$ cat config.mk
export PLATFORM = sky130hd
export DESIGN_NAME = cpu_bank_mapper
export DESIGN_NICKNAME = d
export VERILOG_FILES = /design/src/rtl/cbm_pkg.sv /design/src/rtl/cbm_cmd_decode.sv /design/src/rtl/cbm_bank_regs.sv /design/src/rtl/cbm_window_xlate.sv /design/src/rtl/cpu_bank_mapper.sv
export SDC_FILE = /design/constraint.sdc
export NUM_CORES = 1
export LEC_CHECK = 0
export BUFFER_PORTS_ARGS = -buffer_cell sky130_fd_sc_hd__buf_2
export CAP_MARGIN = 0
export CORE_MARGIN = 5
export CORE_UTILIZATION = 46
export CTS_CLUSTER_DIAMETER = 120
export DETAILED_ROUTE_END_ITERATION = 8
export PLACE_DENSITY = 0.8
export REMOVE_ABC_BUFFERS = 1
export SETUP_SLACK_MARGIN = 0.1
export SLEW_MARGIN = 10
export SYNTH_ARGS = -nofsm -noshare
export SYNTH_HDL_FRONTEND = slang
export SYNTH_SLANG_ARGS = --single-unit
$ cat constraint.sdc
create_clock -name clk_i -period 1.75 [get_ports clk_i]
set_input_delay 0.35 -clock clk_i [delete_from_list [all_inputs] [get_ports clk_i]]
set_output_delay 0.35 -clock clk_i [all_outputs]
set_load 0.05 [all_outputs]
$ cat src/rtl/cbm_pkg.sv
package cbm_pkg;
  localparam int unsigned SLOTS = 4;
  localparam int unsigned OFS_W = 13;

  typedef enum logic [2:0] {
    WIN_LOW   = 3'b011,
    WIN_IDX   = 3'b100,
    WIN_PAR   = 3'b101,
    WIN_HI    = 3'b110,
    WIN_FIXED = 3'b111
  } win_e;

  typedef enum logic [1:0] {
    SRC_NONE,
    SRC_ROM,
    SRC_RAM,
    SRC_OPEN
  } src_e;

  // commands 8..11 belong to the program-bank side
  function automatic logic is_prg_cmd(input logic [3:0] idx);
    return idx[3:2] == 2'b10;
  endfunction
endpackage

$ cat src/rtl/cbm_cmd_decode.sv
module cbm_cmd_decode
  import cbm_pkg::*;
(
  input  logic       clk_i,
  input  logic       rst_ni,
  input  logic [2:0] win_i,
  input  logic       we_i,
  input  logic [7:0] data_i,
  output logic [3:0] idx_o,
  output logic       exec_o,
  output logic       ext_wr_o,
  output logic [3:0] ext_idx_o,
  output logic [7:0] ext_data_o
);
  logic       idx_hit, par_hit;
  logic [3:0] idx_q;
  logic       ext_wr_q;
  logic [3:0] ext_idx_q;
  logic [7:0] ext_data_q;

  assign idx_hit = we_i && (win_i == WIN_IDX);
  assign par_hit = we_i && (win_i == WIN_PAR);

  always_ff @(posedge clk_i or negedge rst_ni) begin
    if (!rst_ni) idx_q <= '0;
    else if (idx_hit) idx_q <= data_i[3:0];
  end

  always_ff @(posedge clk_i or negedge rst_ni) begin
    if (!rst_ni) begin
      ext_wr_q   <= 1'b0;
      ext_idx_q  <= '0;
      ext_data_q <= '0;
    end else begin
      ext_wr_q <= par_hit && !is_prg_cmd(idx_q);
      if (par_hit) begin
        ext_idx_q  <= idx_q;
        ext_data_q <= data_i;
      end
    end
  end

  assign idx_o      = idx_q;
  assign exec_o     = par_hit;
  assign ext_wr_o   = ext_wr_q;
  assign ext_idx_o  = ext_idx_q;
  assign ext_data_o = ext_data_q;

  p_idx_load_r1: assert property (@(posedge clk_i) disable iff (!rst_ni)
    idx_hit |=> idx_q == $past(data_i[3:0]));
  p_idx_hold_r9: assert property (@(posedge clk_i) disable iff (!rst_ni)
    !idx_hit |=> $stable(idx_q));
  p_ext_src_r5: assert property (@(posedge clk_i) disable iff (!rst_ni)
    ext_wr_q |-> $past(par_hit));
  p_ext_pulse_r5: assert property (@(posedge clk_i) disable iff (!rst_ni)
    ext_wr_q |-> !is_prg_cmd(ext_idx_q));
endmodule

$ cat src/rtl/cbm_bank_regs.sv
module cbm_bank_regs
  import cbm_pkg::*;
#(
  parameter int unsigned BANK_W = 6
) (
  input  logic                          clk_i,
  input  logic                          rst_ni,
  input  logic                          exec_i,
  input  logic [3:0]                    idx_i,
  input  logic [7:0]                    data_i,
  output logic [SLOTS-1:0][BANK_W-1:0]  bank_o,
  output logic                          ram_en_o,
  output logic                          ram_sel_o
);
  logic [SLOTS-1:0][BANK_W-1:0] bank_q;
  logic                         ram_en_q, ram_sel_q;

  for (genvar s = 0; s < SLOTS; s++) begin : g_slot
    logic hit;
    assign hit = exec_i && is_prg_cmd(idx_i) && (idx_i[1:0] == s[1:0]);
    always_ff @(posedge clk_i or negedge rst_ni) begin
      if (!rst_ni) bank_q[s] <= '0;
      else if (hit) bank_q[s] <= data_i[BANK_W-1:0];
    end
    if (s == 0) begin : g_mode
      always_ff @(posedge clk_i or negedge rst_ni) begin
        if (!rst_ni) begin
          ram_en_q  <= 1'b0;
          ram_sel_q <= 1'b0;
        end else if (hit) begin
          ram_en_q  <= data_i[7];
          ram_sel_q <= data_i[6];
        end
      end
    end
  end

  assign bank_o    = bank_q;
  assign ram_en_o  = ram_en_q;
  assign ram_sel_o = ram_sel_q;

  p_bank_hold_r7: assert property (@(posedge clk_i) disable iff (!rst_ni)
    !exec_i |=> $stable(bank_q) && $stable(ram_en_q) && $stable(ram_sel_q));
  p_low_mode_r3: assert property (@(posedge clk_i) disable iff (!rst_ni)
    (exec_i && idx_i == 4'd8) |=> ram_en_q == $past(data_i[7]) && ram_sel_q == $past(data_i[6]));
  p_ext_cmd_r5: assert property (@(posedge clk_i) disable iff (!rst_ni)
    (exec_i && !is_prg_cmd(idx_i)) |=> $stable(bank_q));
endmodule

$ cat src/rtl/cbm_window_xlate.sv
module cbm_window_xlate
  import cbm_pkg::*;
#(
  parameter int unsigned BANK_W = 6,
  localparam int unsigned AW    = BANK_W + OFS_W
) (
  input  logic [15:0]                  addr_i,
  input  logic [SLOTS-1:0][BANK_W-1:0] bank_i,
  input  logic                         ram_en_i,
  input  logic                         ram_sel_i,
  output logic [AW-1:0]                prg_addr_o,
  output src_e                         src_o
);
  localparam logic [BANK_W-1:0] LAST_BANK = '1;

  logic [BANK_W-1:0] bank_sel;

  always_comb begin
    bank_sel = '0;
    src_o    = SRC_NONE;
    unique case (addr_i[15:13])
      WIN_LOW: begin
        bank_sel = bank_i[0];
        if (!ram_sel_i)    src_o = SRC_ROM;
        else if (ram_en_i) src_o = SRC_RAM;
        else               src_o = SRC_OPEN;
      end
      WIN_IDX:   begin bank_sel = bank_i[1]; src_o = SRC_ROM; end
      WIN_PAR:   begin bank_sel = bank_i[2]; src_o = SRC_ROM; end
      WIN_HI:    begin bank_sel = bank_i[3]; src_o = SRC_ROM; end
      WIN_FIXED: begin bank_sel = LAST_BANK; src_o = SRC_ROM; end
      default: ;
    endcase
  end

  assign prg_addr_o = {bank_sel, addr_i[OFS_W-1:0]};
endmodule

$ cat src/rtl/cpu_bank_mapper.sv
module cpu_bank_mapper
  import cbm_pkg::*;
#(
  parameter int unsigned ROM_KIB  = 512,
  localparam int unsigned ROM_AW  = $clog2(ROM_KIB * 1024),
  localparam int unsigned BANK_W  = ROM_AW - OFS_W
) (
  input  logic              clk_i,
  input  logic              rst_ni,
  input  logic [15:0]       cpu_addr_i,
  input  logic [7:0]        cpu_data_i,
  input  logic              cpu_we_i,
  output logic [ROM_AW-1:0] prg_addr_o,
  output logic              rom_cs_o,
  output logic              ram_cs_o,
  output logic              open_bus_o,
  output logic              ext_wr_o,
  output logic [3:0]        ext_idx_o,
  output logic [7:0]        ext_data_o
);
  logic [3:0]                   idx;
  logic                         exec;
  logic [SLOTS-1:0][BANK_W-1:0] bank;
  logic                         ram_en, ram_sel;
  src_e                         src;

  cbm_cmd_decode u_dec (
    .clk_i, .rst_ni,
    .win_i      (cpu_addr_i[15:13]),
    .we_i       (cpu_we_i),
    .data_i     (cpu_data_i),
    .idx_o      (idx),
    .exec_o     (exec),
    .ext_wr_o   (ext_wr_o),
    .ext_idx_o  (ext_idx_o),
    .ext_data_o (ext_data_o)
  );

  cbm_bank_regs #(.BANK_W(BANK_W)) u_regs (
    .clk_i, .rst_ni,
    .exec_i    (exec),
    .idx_i     (idx),
    .data_i    (cpu_data_i),
    .bank_o    (bank),
    .ram_en_o  (ram_en),
    .ram_sel_o (ram_sel)
  );

  cbm_window_xlate #(.BANK_W(BANK_W)) u_xlate (
    .addr_i     (cpu_addr_i),
    .bank_i     (bank),
    .ram_en_i   (ram_en),
    .ram_sel_i  (ram_sel),
    .prg_addr_o (prg_addr_o),
    .src_o      (src)
  );

  assign rom_cs_o   = (src == SRC_ROM);
  assign ram_cs_o   = (src == SRC_RAM);
  assign open_bus_o = (src == SRC_OPEN);

  p_fixed_top_r4: assert property (@(posedge clk_i) disable iff (!rst_ni)
    (cpu_addr_i[15:13] == 3'b111) |-> rom_cs_o && (&prg_addr_o[ROM_AW-1:OFS_W]));
  p_low_none_r8: assert property (@(posedge clk_i) disable iff (!rst_ni)
    (cpu_addr_i < 16'h6000) |-> !(rom_cs_o || ram_cs_o || open_bus_o));
  p_one_sel_r9: assert property (@(posedge clk_i) disable iff (!rst_ni)
    $countones({rom_cs_o, ram_cs_o, open_bus_o}) <= 1);
  p_offset_r9: assert property (@(posedge clk_i) disable iff (!rst_ni)
    (rom_cs_o || ram_cs_o) |-> prg_addr_o[OFS_W-1:0] == cpu_addr_i[OFS_W-1:0]);
endmodule

==> Yosys cells after proc, flatten, opt, wreduce, memory -nomap -nowiden <==
Cells that the tools add are included.
{ "word_totals": {"register_bits": 43, "output_inout_bits": 35, "word_cells": 37} }
{ "classes": {"n_eq_ne": 12, "n_mux": 4, "n_reduce_logical": 11} }
{ "ops": {"columns": ["op", "n"], "rows": [
  ["case mux 6 bit (5 select lines)", 1],
  ["equality test 3 bit, second input constant", 4],
  ["equality test 2 bit, second input constant", 5],
  ["logical AND 1 bit", 8],
  ["equality test 2 x 1 -> 1 bit, second input constant", 2],
  ["case mux 2 bit (2 select lines)", 1],
  ["OR reduction 4 bit", 1],
  ["equality test 3 x 2 -> 1 bit, second input constant", 1],
  ["zero test 2 bit", 1],
  ["two-way mux 2 bit", 1],
  ["zero test 1 bit", 1],
  ["two-way mux 1 bit", 1]
]} }

==> Depth between registers and ports, before layout <==
{ "logic_depth": {"ltp_word": 4, "mapped_depth": 5} }

==> By module <==
Synthesis repeated with hierarchy kept, for this count alone.
{ "hier_totals": {"hier_cells": 158, "area_unflattened_um2": 2143.3} }
{ "modules_own_cells": {"columns": ["mod", "instances", "cells_each", "area_each_um2"], "rows": [
  ["cbm_bank_regs", 1, 61, 1039.7],
  ["cbm_cmd_decode", 1, 39, 695.7],
  ["cbm_window_xlate", 1, 55, 385.4],
  ["cpu_bank_mapper", 1, 3, 22.5]
]} }

==> Least setup slack after synthesis <==
Ideal clock, no wire load.
{ "synth_path": {"kind": "input to output", "from": "in cpu_addr_i[13]", "to": "out open_bus_o", "t_arrival_ps": 2576, "t_required_ps": 1400, "path_slack_ps": -1176, "path_stages": 4, "path_cell_list": "buf_2 > buf_1 > nand2_1 > nor4b_1"} }
{ "synth_via": {"elab_chain_cells": 4, "word_cells_on_any_way": 8, "classes_between": "eq/ne: 6; mux: 1; reduce/logical: 1"} }
{ "synth_rtl": {"columns": ["element", "line_no", "rtl"], "rows": [
  ["from (decl)", "cpu_bank_mapper.sv:10", "input logic [15:0] cpu_addr_i,"],
  ["equality test 3 bit", "cbm_window_xlate.sv:21", "unique case (addr_i[15:13])"],
  ["OR reduction 4 bit (no line)", null, null],
  ["case mux 2 bit (2 select lines) *", "cbm_window_xlate.sv:21", null],
  ["equality test 2 bit *", "cpu_bank_mapper.sv:60", "assign open_bus_o = (src == SRC_OPEN);"],
  ["to (decl)", "cpu_bank_mapper.sv:16", "output logic open_bus_o,"]
]} }
Mark *: on every way between the ends. The rest lies on a longest branch, timed or not.

==> Final worst setup path <==
{ "layout_path": {"from": "reg u_regs.bank_q (netlist bit u_regs.bank_o[20])", "to": "out prg_addr_o[15]"} }
{ "layout_via": {"elab_chain_cells": 1} }
{ "layout_rtl": {"columns": ["element", "line_no", "rtl"], "rows": [
  ["from (decl)", "cbm_bank_regs.sv:15", "logic [SLOTS-1:0][BANK_W-1:0] bank_q;"],
  ["from (signal, indexed assignment)", "cbm_bank_regs.sv:23", "else if (hit) bank_q[s] <= data_i[BANK_W-1:0];"],
  ["case mux 6 bit (5 select lines)", "cbm_window_xlate.sv:21", null],
  ["to (decl)", "cpu_bank_mapper.sv:13", "output logic [ROM_AW-1:0] prg_addr_o,"]
]} }
Every way passes these cells.

==> run_results.csv <==
group,metric,value,unit
outcome,status,"completed",
drt,routed_wl,4.32,mm
timing,max_slew.worst_pin.slew,0.469,ns
finish,fin_nets,223,
placement,portBuffers,35,
finish,layout-drive-gt1-share,58.4,%
flow_run,maxCapViolCount,0,
timing,final_hold_viol_count,0,
clocking,clkTransAtPathRegs,0.08,ns
drt,vias,1333,
clocking,worstSkewPairLatency,0.29,ns
setup_path,worstReg2RegEnd,"u_regs.bank_o[15]",
finish,fill_cells,350,
setup_path,arrival,1.29,ns
logic_synthesis,synth_top_area_share,52.7,%
global_routing,grt_max_degree,25,
floorplanning,fp-row-count,24,
hold_path,holdPathStages,2,
placement,place_hpwl,3.06,mm
placement,gp_congestion,0.796,
global_routing,grt_remaining_overflow,0,
setup_path,cp_num_buf_inv,1,
floorplanning,start_util,47.2,%
clocking,clock-sinks,43,
timing,period_minus_slack,1.64,ns
setup_path,start_kind,"flip-flop",
timing,holdWs,0.299,ns
setup_path,critPathTopFamily,"compound AO/OA/AOI/OAI gates",
finish,antennaDiodeCount,0,
global_routing,grt_usage,15.7,%
finish,area_growth,22.4,%
global_routing,grt_pass1_vias,1447,
drt,drt-initial-drc-count,44,
logic_synthesis,ys_ff_latch,43,
floorplanning,die_area,5870,um^2
timing,max_freq,0.608,GHz
drt,ant_nets,0,
setup_path,reg2reg_depth,4,
setup_path,r2r-start,"u_dec.idx_o[2]",
logic_synthesis,synth_cell_types,26,
setup_path,slowest_delay,0.40,ns
clocking,cts_buffers,5,
hold_path,min_from,"cpu_data_i[7]",
floorplanning,fp.dieH,76.6,um
logic_synthesis,yosysWarnings,0,
global_routing,grt_pass1_wl,7.42,mm
drt,drc_errors,0,
floorplanning,ios,62,
pwr,irDropWorstVdd,847,uV
timing,finClkSkew,0.00656,ns
timing,period_share,93.9,%
pwr,leakage,1.26,nW
finish,final_cells,249,
setup_path,crit_type,"flip-flop to primary output",
drt,dr.pass1.iters,4,
setup_path,r2r_slack,0.15,ns
clocking,tritoncts,"done",
timing,rsz0062_at_grt,"true",
finish,post-route-util,57.8,%
logic_synthesis,synth_area_leaders,"dfrtp_1, mux2_2, mux2_4",
timing,timing.max_slew.rel_slack,68.7,%
logic_synthesis,syn_avg_cell_area,13.2,um^2
hold_path,hold_path_class,"input port to flip-flop",
setup_path,cp_slowest_cell,"dfrtp_1",
drt,via_per_inst,5.35,
logic_synthesis,seq_area_frac_synth,52.7,%
clocking,cts-root-buf,"clkbuf_8",
clocking,h-tree-depth,2,
pwr,power.density,1130,nW/um^2
logic_synthesis,syn_area,2040,um^2
timing,finalSetupViolations,0,
drt,routedWlPerCell,17.4,um
logic_synthesis,yosysTopAreaCell,"dfrtp_1",
placement,dp.cells,234,
setup_path,path_cells,"o21ai_2, o311ai_2, a22o_1, buf_6",
floorplanning,die-width,76.6,um
global_routing,grt_antenna_before_repair,0,
setup_path,worstPathRequired,1.40,ns
timing,slew_violations,0,
floorplanning,core_area,4320,um^2
logic_synthesis,postSynthCellCount,155,
hold_path,hold_path_end,"u_regs.ram_en_o",
setup_path,end_kind,"primary output",
clocking,clockBufferDepth,2,
setup_path,path_max_fanout,2,
## final cells by class
cell class	count	area, um^2	area share (%)
Sequential cell	43	1080	43.1
Multi-Input combinational cell	88	848	34.0
Timing Repair Buffer	56	402	16.1
Clock buffer	6	82.6	3.30
Tap cell	52	65.1	2.60
Clock inverter	2	16.3	0.651
Inverter	2	7.51	0.300
## metal layers
layer | global-route usage (%) | up-vias | part of all wire (%)
met5 | 0 | - | 0
met4 | 4.20 | 0 | 1.2
met3 | 5.44 | 6 | 5.6
met2 | 25.1 | 37 | 50
met1 | 20.2 | 672 | 43
li1 | - | 618 | -
## logic make-up after synthesis
| group | share of synthesized area [%] |
|---|---|
| AOI/OAI and AO/OA | 6.38 |
| muxes | 25.1 |
| buffers and inverters | 7.36 |
| and+or+nand+nor | 8.46 |
| DFF | 52.7 |
## stage by stage
stage,area (um^2),power [W],TNS [ns],worst slack (ns)
finish,2500,0.00281,0,0.106
global route,2500,0.00297,0,0.0553
CTS,2440,0.00281,0,0.0604
detailed placement,2270,0.00210,-0.282,-0.0513
global placement,2270,0.00207,-0.153,-0.0603
floorplan,1900,0.00186,-1.69,-0.674
## synthesized netlist by cell type, drive strengths merged
master and instances:
nor2 2, nor3 1, and3 2, o311ai 1, mux2 41, nand2b 2, nor2b 1, clkbuf 3
nor4 1, or4b 1, buf 19, or4 1, mux2i 2, nor4b 1, o21bai 1, nand2 14
o21ai 7, dfrtp 43, inv 2, nand4b 1, a22o 7, o2bb2ai 2
## sequential cells by signal (all words and copies together), names as in the netlist
signal            cells
u_regs.ram_en_o       1
u_dec.ext_wr_o        1
u_regs.bank_o        24
u_dec.ext_data_o      8
u_regs.ram_sel_o      1
u_dec.ext_idx_o       4
u_dec.idx_o           4
## how the worst max path moves through the flow
stage | from | to | slack, ns | cells after the start
2_1_floorplan | cpu_addr_i[13] | open_bus_o | -0.67 | 2
3_3_place_gp | cpu_addr_i[14] | prg_addr_o[15] | -0.06 | 5
3_5_place_dp | cpu_addr_i[14] | prg_addr_o[15] | -0.05 | 5
4_1_cts | u_regs.bank_o[8] | prg_addr_o[15] | 0.06 | 4
5_1_grt | u_regs.bank_o[20] | prg_addr_o[15] | 0.06 | 4
6_report | u_regs.bank_o[20] | prg_addr_o[15] | 0.11 | 4
## layout by cell type (no fill, tap or decap), types with 3 or more instances in the layout
master	count
nand2_1	13
buf_2	26
dfrtp_1	42
a22o_1	7
o21ai_0	3
mux2_2	33
o21ai_1	3
buf_4	21
mux2_4	8
buf_6	5
clkbuf_8	6
## what timing repair did
item,in CTS,in global routing
gates resized for setup,15,13
hold endpoints to repair,5,0
buffers inserted,3,3
pin swaps,3,4
setup endpoints to repair,12,13
hold buffers,1,0
cloned,0,0
## report_power, final
| part | internal, W | leakage (nW) | switching (W) |
|---|---|---|---|
| registers | 0.00117 | 0.560 | 0.000115 |
| logic | 0.000335 | 0.656 | 0.000529 |
| clock network | 0.000322 | 0.0474 | 0.000337 |
No activity file was read; power rests on OpenSTA's default activity.
